[src/rtl/rv64_mul_unit.sv]
module rv64_mul_unit #(
  parameter int XLEN = 64
) (
  input  logic            clk,
  input  logic            rst,
  input  logic            start,
  input  logic [2:0]      op,
  input  logic [XLEN-1:0] src_a,
  input  logic [XLEN-1:0] src_b,
  output logic            done,
  output logic [XLEN-1:0] result
);
  localparam int PW   = 2 * XLEN;
  localparam int HW   = XLEN / 2;
  localparam int CW   = $clog2(XLEN + 1);
  localparam logic [CW-1:0] STEPS = CW'(XLEN);

  logic          busy;
  logic [CW-1:0] cnt;
  logic [PW-1:0] acc, ma;
  logic [XLEN-1:0] mb;
  logic          neg;
  logic [2:0]    op_q;

  wire a_sgn = (op == 3'd1) || (op == 3'd2);
  wire b_sgn = (op == 3'd1);
  wire word  = (op == 3'd4);
  wire a_neg = a_sgn & src_a[XLEN-1];
  wire b_neg = b_sgn & src_b[XLEN-1];
  wire [XLEN-1:0] a_abs = a_neg ? -src_a : src_a;
  wire [XLEN-1:0] b_abs = b_neg ? -src_b : src_b;

  wire [PW-1:0]   ld_a = word ? {{(PW-HW){1'b0}}, src_a[HW-1:0]} : {{XLEN{1'b0}}, a_abs};
  wire [XLEN-1:0] ld_b = word ? {{HW{1'b0}}, src_b[HW-1:0]} : b_abs;

  wire [PW-1:0] prod = neg ? -acc : acc;

  logic [XLEN-1:0] fin;
  always_comb begin
    case (op_q)
      3'd0:             fin = prod[XLEN-1:0];
      3'd1, 3'd2, 3'd3: fin = prod[PW-1:XLEN];
      3'd4:             fin = {{HW{prod[HW-1]}}, prod[HW-1:0]};
      default:          fin = '0;
    endcase
  end

  always_ff @(posedge clk) begin
    if (rst) begin
      busy   <= 1'b0;
      done   <= 1'b0;
      result <= '0;
      cnt    <= '0;
      acc    <= '0;
      ma     <= '0;
      mb     <= '0;
      neg    <= 1'b0;
      op_q   <= '0;
    end else begin
      done <= 1'b0;
      if (!busy) begin
        if (start) begin
          busy <= 1'b1;
          cnt  <= '0;
          acc  <= '0;
          ma   <= ld_a;
          mb   <= ld_b;
          neg  <= a_neg ^ b_neg;
          op_q <= op;
        end
      end else if (cnt == STEPS) begin
        busy   <= 1'b0;
        done   <= 1'b1;
        result <= fin;
      end else begin
        if (mb[0]) acc <= acc + ma;
        ma  <= ma << 1;
        mb  <= mb >> 1;
        cnt <= cnt + 1'b1;
      end
    end
  end
endmodule


[config.mk]
export PLATFORM = sky130hd
export DESIGN_NAME = rv64_mul_unit
export DESIGN_NICKNAME = d
export VERILOG_FILES = /design/src/rtl/rv64_mul_unit.sv
export SDC_FILE = /design/constraint.sdc
export NUM_CORES = 1
export LEC_CHECK = 0
export ABC_AREA = 0
export BUFFER_PORTS_ARGS = -buffer_cell sky130_fd_sc_hd__buf_2
export CAP_MARGIN = 20
export CELL_PAD_IN_SITES_DETAIL_PLACEMENT = 0
export CELL_PAD_IN_SITES_GLOBAL_PLACEMENT = 1
export CORE_MARGIN = 3
export CORE_UTILIZATION = 50
export CTS_BUF_LIST = sky130_fd_sc_hd__clkbuf_8
export DETAILED_ROUTE_END_ITERATION = 8
export GPL_TIMING_DRIVEN = 0
export MAX_ROUTING_LAYER = met4
export PLACE_DENSITY_LB_ADDON = 0.1
export SETUP_SLACK_MARGIN = 0.15
export SYNTH_ARGS = -nofsm -noshare
export SYNTH_HDL_FRONTEND = slang
export SYNTH_SLANG_ARGS = --single-unit
[constraint.sdc]
create_clock -name clk -period 7.85 [get_ports clk]
set_input_delay 0.3925 -clock clk [delete_from_list [all_inputs] [get_ports clk]]
set_output_delay 0.3925 -clock clk [all_outputs]
set_load 0.02 [all_outputs]
After elaboration in Yosys (flattened, before gate mapping)
Index checks and enable logic that the tools add are counted.

Reduce and logical (&&, ||, !) cells: 9. Eq/ne operators: 10. Add/sub/neg operators: 5. Bitwise logic cells: 4. Mux-type cells: 23.

Operator list (count): two-way mux 128 bit (8); two-way mux 64 bit (7); case mux 64 bit (3 select lines) (1); adder 128 bit (1); negation 128 bit (1); negation 64 bit (2); two-way mux 7 bit (3); == test 3 x 2 -> 1 bit (second input constant) (3); adder 7 x 1 -> 7 bit (second input constant) (1); == test 7 bit (second input constant) (1); == test 3 x 1 -> 1 bit (second input constant) (2); == test 3 bit (second input constant) (2); AND reduction 2 bit (3); two-way mux 1 bit (4); logical NOT 3 bit (1); AND reduction 3 bit (1); OR reduction 3 bit (1); bitwise AND 1 bit (2); inequality test 2 x 1 -> 1 bit (second input constant) (1); inequality test 2 bit (second input constant) (1); nonzero test 2 bit (1); OR reduction 2 bit (1); logical OR 1 bit (1); inverter 1 bit (1); XOR 1 bit (1).

Bits in registers: 397. Logic and storage cells: 60. Output and inout port bits: 65. Input port bits: 134.

Depth between registers and ports, before layout
Depth in word-level cells: 7. Depth in mapped cells: 15. Depth with buffers taken out: 15.

Worst setup path after synthesis
Ideal clock, no wire load.

Path kind: flip-flop to flip-flop. Start: register acc[29]. End: register result[44]. Stages on the path, launching flop included: 13. Library setup time: 0.091 ns. Buffers on the path: 1. Required time: 7.759 ns. Clock period less this slack: 4.131 ns. Arrival time: 4.040 ns. Setup slack: 3.719 ns. Cells stage by stage: dfxtp_1 -> or4_4 -> or4_4 -> or4_4 -> buf_6 -> or4_4 -> or4_4 -> nor4_4 -> nand4_4 -> o41ai_2 -> xnor2_1 -> nand2_1 -> a311oi_1.

Longest elaborated chain between the ends: 3.

RTL lines: from (decl) (line 20) `logic [PW-1:0] acc, ma;`; from (signal assigned) (line 76) `if (mb[0]) acc <= acc + ma;`; negation 128 bit (line 36) `wire [PW-1:0] prod = neg ? -acc : acc;`; two-way mux 128 bit (line 36); case mux 64 bit (3 select lines) (line 40) `case (op_q)`; to (signal assigned) (line 74) `result <= fin;`; to (decl) (line 11) `output logic [XLEN-1:0] result`.

No other way between the ends. A chain may end at the register's enable or synchronous reset.

Final worst setup path
Start: register ma[0]. End: register acc[112].

Longest elaborated chain between the ends: 4.

RTL lines: from (decl) (line 20); from (signal assigned) (line 66) `ma <= ld_a;`; from (signal assigned) (line 77) `ma <= ma << 1;`; adder 128 bit (line 76); two-way mux 128 bit (line 76); two-way mux 128 bit (line 71) `end else if (cnt == STEPS) begin`; two-way mux 128 bit (line 61) `if (!busy) begin`.

No other way between the ends. The select of a mux whose other input is x is not followed.

==> results.md <==
* Final HPWL DP at between 90 and 100 mm
* Clock Path Buffers at 3
* P_leak at roughly 13 nW
* Number of distinct library cells after synthesis at 78
* Max Slew Vio Count at 0
* Synthesized-area fraction occupied by adder cells at 5.78%
* WP depth at 15
* Die width at between 200 and 250 um
* Worst Path Arrival at around 6400 ps
* Die area at between 60000 and 70000 sq um
* Site Rows at 87
* Max-slew headroom at around 16%
* Hold Startpoint: src_b[42]
* Setup Crit Path Kind: flip-flop to flip-flop
* Synth Area in Simple Gates at about a quarter
* Crit path max-delay family: compound AO/OA/AOI/OAI gates
* Sequential group share of total power at between 40 and 50%
* Pre-antenna DRT Iters at 6
* Tcrit/Tclk final at ~75%
* Initial DRC count at between 3000 and 4000
* Synthesized net count at 4287
* Vias in the first global route at around 29000
* Mapped Cells at ~4000
* Hold crit path type: primary input to flip-flop
* Met1 Use GR at 56.1%
* Synth Area in XOR/XNOR at between 10% and 20%
* Max H-tree Level at 3
* Synth top area cells: dfxtp_1 27%, nand2_1 8.0%, a21oi_1 7.8%
* Flop2flop setup slack at between 1500 and 2000 ps
* Clock power share at approximately 40%
* Min cycle time layout at ~5900 ps
* Post-Syn Area per Cell at 7.20 sq um
* CP cell instances: ha_1, inv_1, fa_1, nand2b_1, a211oi_1, o21ai_0, a21oi_1, o21ai_0, o21ai_0, a31oi_1, o32ai_1, nor2_1, o21ai_0, xnor2_1, o21ai_0
* CP max stage cell: o21ai_0
* Flops & latches, synth at 397
* Ratio of cells with drive above 1 in the final layout at about 8.1%
* Max-Cap Viols at 0
* TritonCTS clock tree: done
* Critical R2R Capture: acc[112]$_SDFFE_PP0P_
* Pint at between 3 and 4 mW
* Core ar. at 56800 sq um
* Top cells by instance count after synthesis: 620 x nand2_1, 452 x a21oi_1, 397 x dfxtp_1
* CTS Sinks at 397
* M2 GR Usage at roughly 55%
* Fin Clk Skew at 32.0 ps
* Max FO, Critical Path at 4
* PostCTS Resize Cnt at 0
* Initial antenna violation count at 3
* Root Driver: clkbuf_8
* Total Nets Final at 4567
* ANT nets after route at 0
* Seq/Total Area, Yosys at between 20% and 30%
* Routed len/inst at between 20 and 25 um
* Complex-gate fraction of the synthesized area at between 20% and 30%
* Switching Share at 32.8%
* Cell count after placement at roughly 5000
* Combinational power share at between 10% and 20%
* Die Span Y at approximately 250 um
* First-pass GRT wire length at approximately 180 mm
* Hold EP: mb[42]$_SDFFE_PP0P_
* Crit-path most repeated cell: o21ai_0
* # IOs at ~200
* Total track usage at between 30% and 40%
* Drt drc at 0
* Global route hottest layer: met1
* Largest net degree at the start of global routing at 11
* Total congestion overflow at 0
* Largest family of logic cells by synthesized area: compound AO/OA/AOI/OAI gates
* CTS Buf Count at 75
* F_max at 0.170 GHz
* Critical path's largest stage delay at 820 ps
* EDFF count, synth at 0
* Top FF cell, synth: dfxtp_1
* Buf+Inv Stages, Crit Path at 1
* Layout area overhead at 12.3%
* Routed vias at roughly 32000
* Initial core utilization at 50.9%
* RSZ-0062 raised after global routing: false
* Final Instance Count excl. Fillers at slightly above 5000
* Clk_lat worst skew at 690 ps
* Synth warnings at 0
* Maximum vdd ir drop at between 100 and 150 uV
* Worst slew pin tran at approximately 1300 ps
* Final hold vios at 0
* Net Sw Power at about 1.7 mW
* Vias per cell at roughly 6.3
* Synthesized area at between 20000 and 30000 sq um
* GRT met3 Usage at between 7 and 8%
* IO Port Bufs at roughly 190
* R2R Path Start: ma[0]$_SDFFE_PP0P_
* Final setup fails at 0
* CP Capture Type: flip-flop
* Fillers at around 5800
* Final Wtd Congestion at 1.06
* Power per Cell Area at ~160 nW/um^2
* Async S/R FF share, synth at 0%
* Yosys top cell area share at approximately 27%
* Mux cell area share after synthesis at less than 1%
* Setup_tns at 0 ps
* Clk slew on worst S/H paths at roughly 50 ps
* Routed wire length at between 100 and 150 mm
* Status: finished, final reports clean
* Reg2reg path depth at 15
* Crit path launch type: flip-flop
* Hold path depth at 4
* Largest area contributor in the netlist: dfxtp_1
* Most numerous cell in the Yosys netlist: nand2_1
* CP required at roughly 8400 ps
sequential cells by signal, indices dropped and copies added (netlist names):
signal  count
acc       128
busy        1
cnt         7
done        1
ma        128
mb         64
neg         1
op_q        3
result     64
cells in the final DEF, fill, tap and decap left out, types with 10 or more instances in the layout:
cell type | synthesis | layout
o22ai_1 | 19 | 19
clkbuf_8 | 0 | 90
inv_1 | 77 | 103
o41ai_1 | 30 | 30
xor2_1 | 168 | 168
nand2b_1 | 26 | 26
clkbuf_1 | 235 | 235
o211ai_1 | 47 | 47
nor3_1 | 96 | 96
nand4_1 | 65 | 65
mux2i_1 | 12 | 12
ha_1 | 132 | 132
or3_1 | 33 | 33
buf_1 | 19 | 19
a22o_1 | 19 | 19
and3_1 | 16 | 16
o21ai_0 | 334 | 334
o221ai_1 | 13 | 13
nor4_1 | 45 | 45
o31ai_1 | 67 | 67
a21oi_1 | 452 | 452
nor2b_1 | 10 | 10
and2_1 | 10 | 10
or2_2 | 18 | 18
nor2_1 | 314 | 314
a31oi_1 | 39 | 39
or4_1 | 30 | 30
a21o_1 | 53 | 53
xnor2_1 | 192 | 192
a221oi_1 | 49 | 49
o21bai_1 | 40 | 40
a211oi_1 | 52 | 52
o21a_1 | 16 | 16
buf_2 | 0 | 196
nand3_1 | 159 | 159
nand2_1 | 620 | 620
dfxtp_1 | 397 | 397
final cells by class:
class | count | area (sq um) | area share [%]
Inverter | 77 | 289 | 0.889
Timing Repair Buffer | 203 | 1080 | 3.33
Sequential cell | 397 | 7950 | 24.4
Multi-Input combinational cell | 3291 | 19800 | 60.8
Tap cell | 756 | 946 | 2.91
Antenna cell | 3 | 7.51 | 0.0231
Clock inverter | 40 | 282 | 0.866
Clock buffer | 90 | 1240 | 3.81
Buffer | 255 | 965 | 2.97
routing by layer:
| layer | part of all wire, % | vias up | routed length (um) |
|---|---|---|---|
| li1 | - | 15200 | - |
| met1 | 45 | 15200 | 54000 |
| met2 | 41 | 1683 | 48900 |
| met3 | 11 | 251 | 13000 |
| met4 | 3.5 | 0 | 4200 |
| met5 | 0 | - | 0 |
power by group through the flow:
stage / Combinational (mW) / Clock, mW / Sequential (mW)
after floorplan: 0.651 / 0 / 2.17
after global placement: 0.988 / 0 / 2.21
after detailed placement: 0.990 / 0 / 2.21
after CTS: 0.994 / 2.14 / 2.17
after global routing: 1.11 / 2.23 / 2.18
final: 1.03 / 2.13 / 2.17
through the flow:
stage	hold slack [ps]	utilization (%)	instance area, sq um	power (mW)	setup WS (ps)
after floorplan	432	-	28900	2.82	3720
after detailed placement	430	54.5	31000	3.20	2410
final	51.3	57.2	32500	5.33	1980
after CTS	22.1	57.2	32500	5.30	2380
after global placement	423	54.3	30900	3.20	2460
after global routing	55.5	57.2	32500	5.51	2090
timing repair:
item                                   in CTS  in global routing
setup buffers                               0                  0
endpoints found under the hold margin       1                  0
hold buffers                                1                  0
tightest hold or removal path, delay by kind of cell:
| family | cells | cell delay, ps |
|---|---|---|
| compound gates | 1 | 60 |
| simple gates | 1 | 60 |
| xor+xnor | 1 | 60 |
| buf+inv | 1 | 90 |
how the worst max path moves through the flow:
stage	startpoint	endpoint	slack [ps]
2_1_floorplan	acc[29]$_SDFFE_PP0P_	result[44]$_SDFFE_PP0P_	3720
3_3_place_gp	ma[0]$_SDFFE_PP0P_	acc[112]$_SDFFE_PP0P_	2460
3_5_place_dp	ma[0]$_SDFFE_PP0P_	acc[112]$_SDFFE_PP0P_	2410
4_1_cts	ma[0]$_SDFFE_PP0P_	acc[112]$_SDFFE_PP0P_	2380
5_1_grt	ma[0]$_SDFFE_PP0P_	acc[112]$_SDFFE_PP0P_	2090
6_report	ma[0]$_SDFFE_PP0P_	acc[112]$_SDFFE_PP0P_	1980
logic make-up after synthesis:
kind of cell    after synthesis
simple gates               1480
compound gates             1306
fa+ha+maj                   133
buf+inv                     332
flops                       397
xor+xnor                    360
mux                          12
Note: power is estimated with default switching activity, not from simulation.
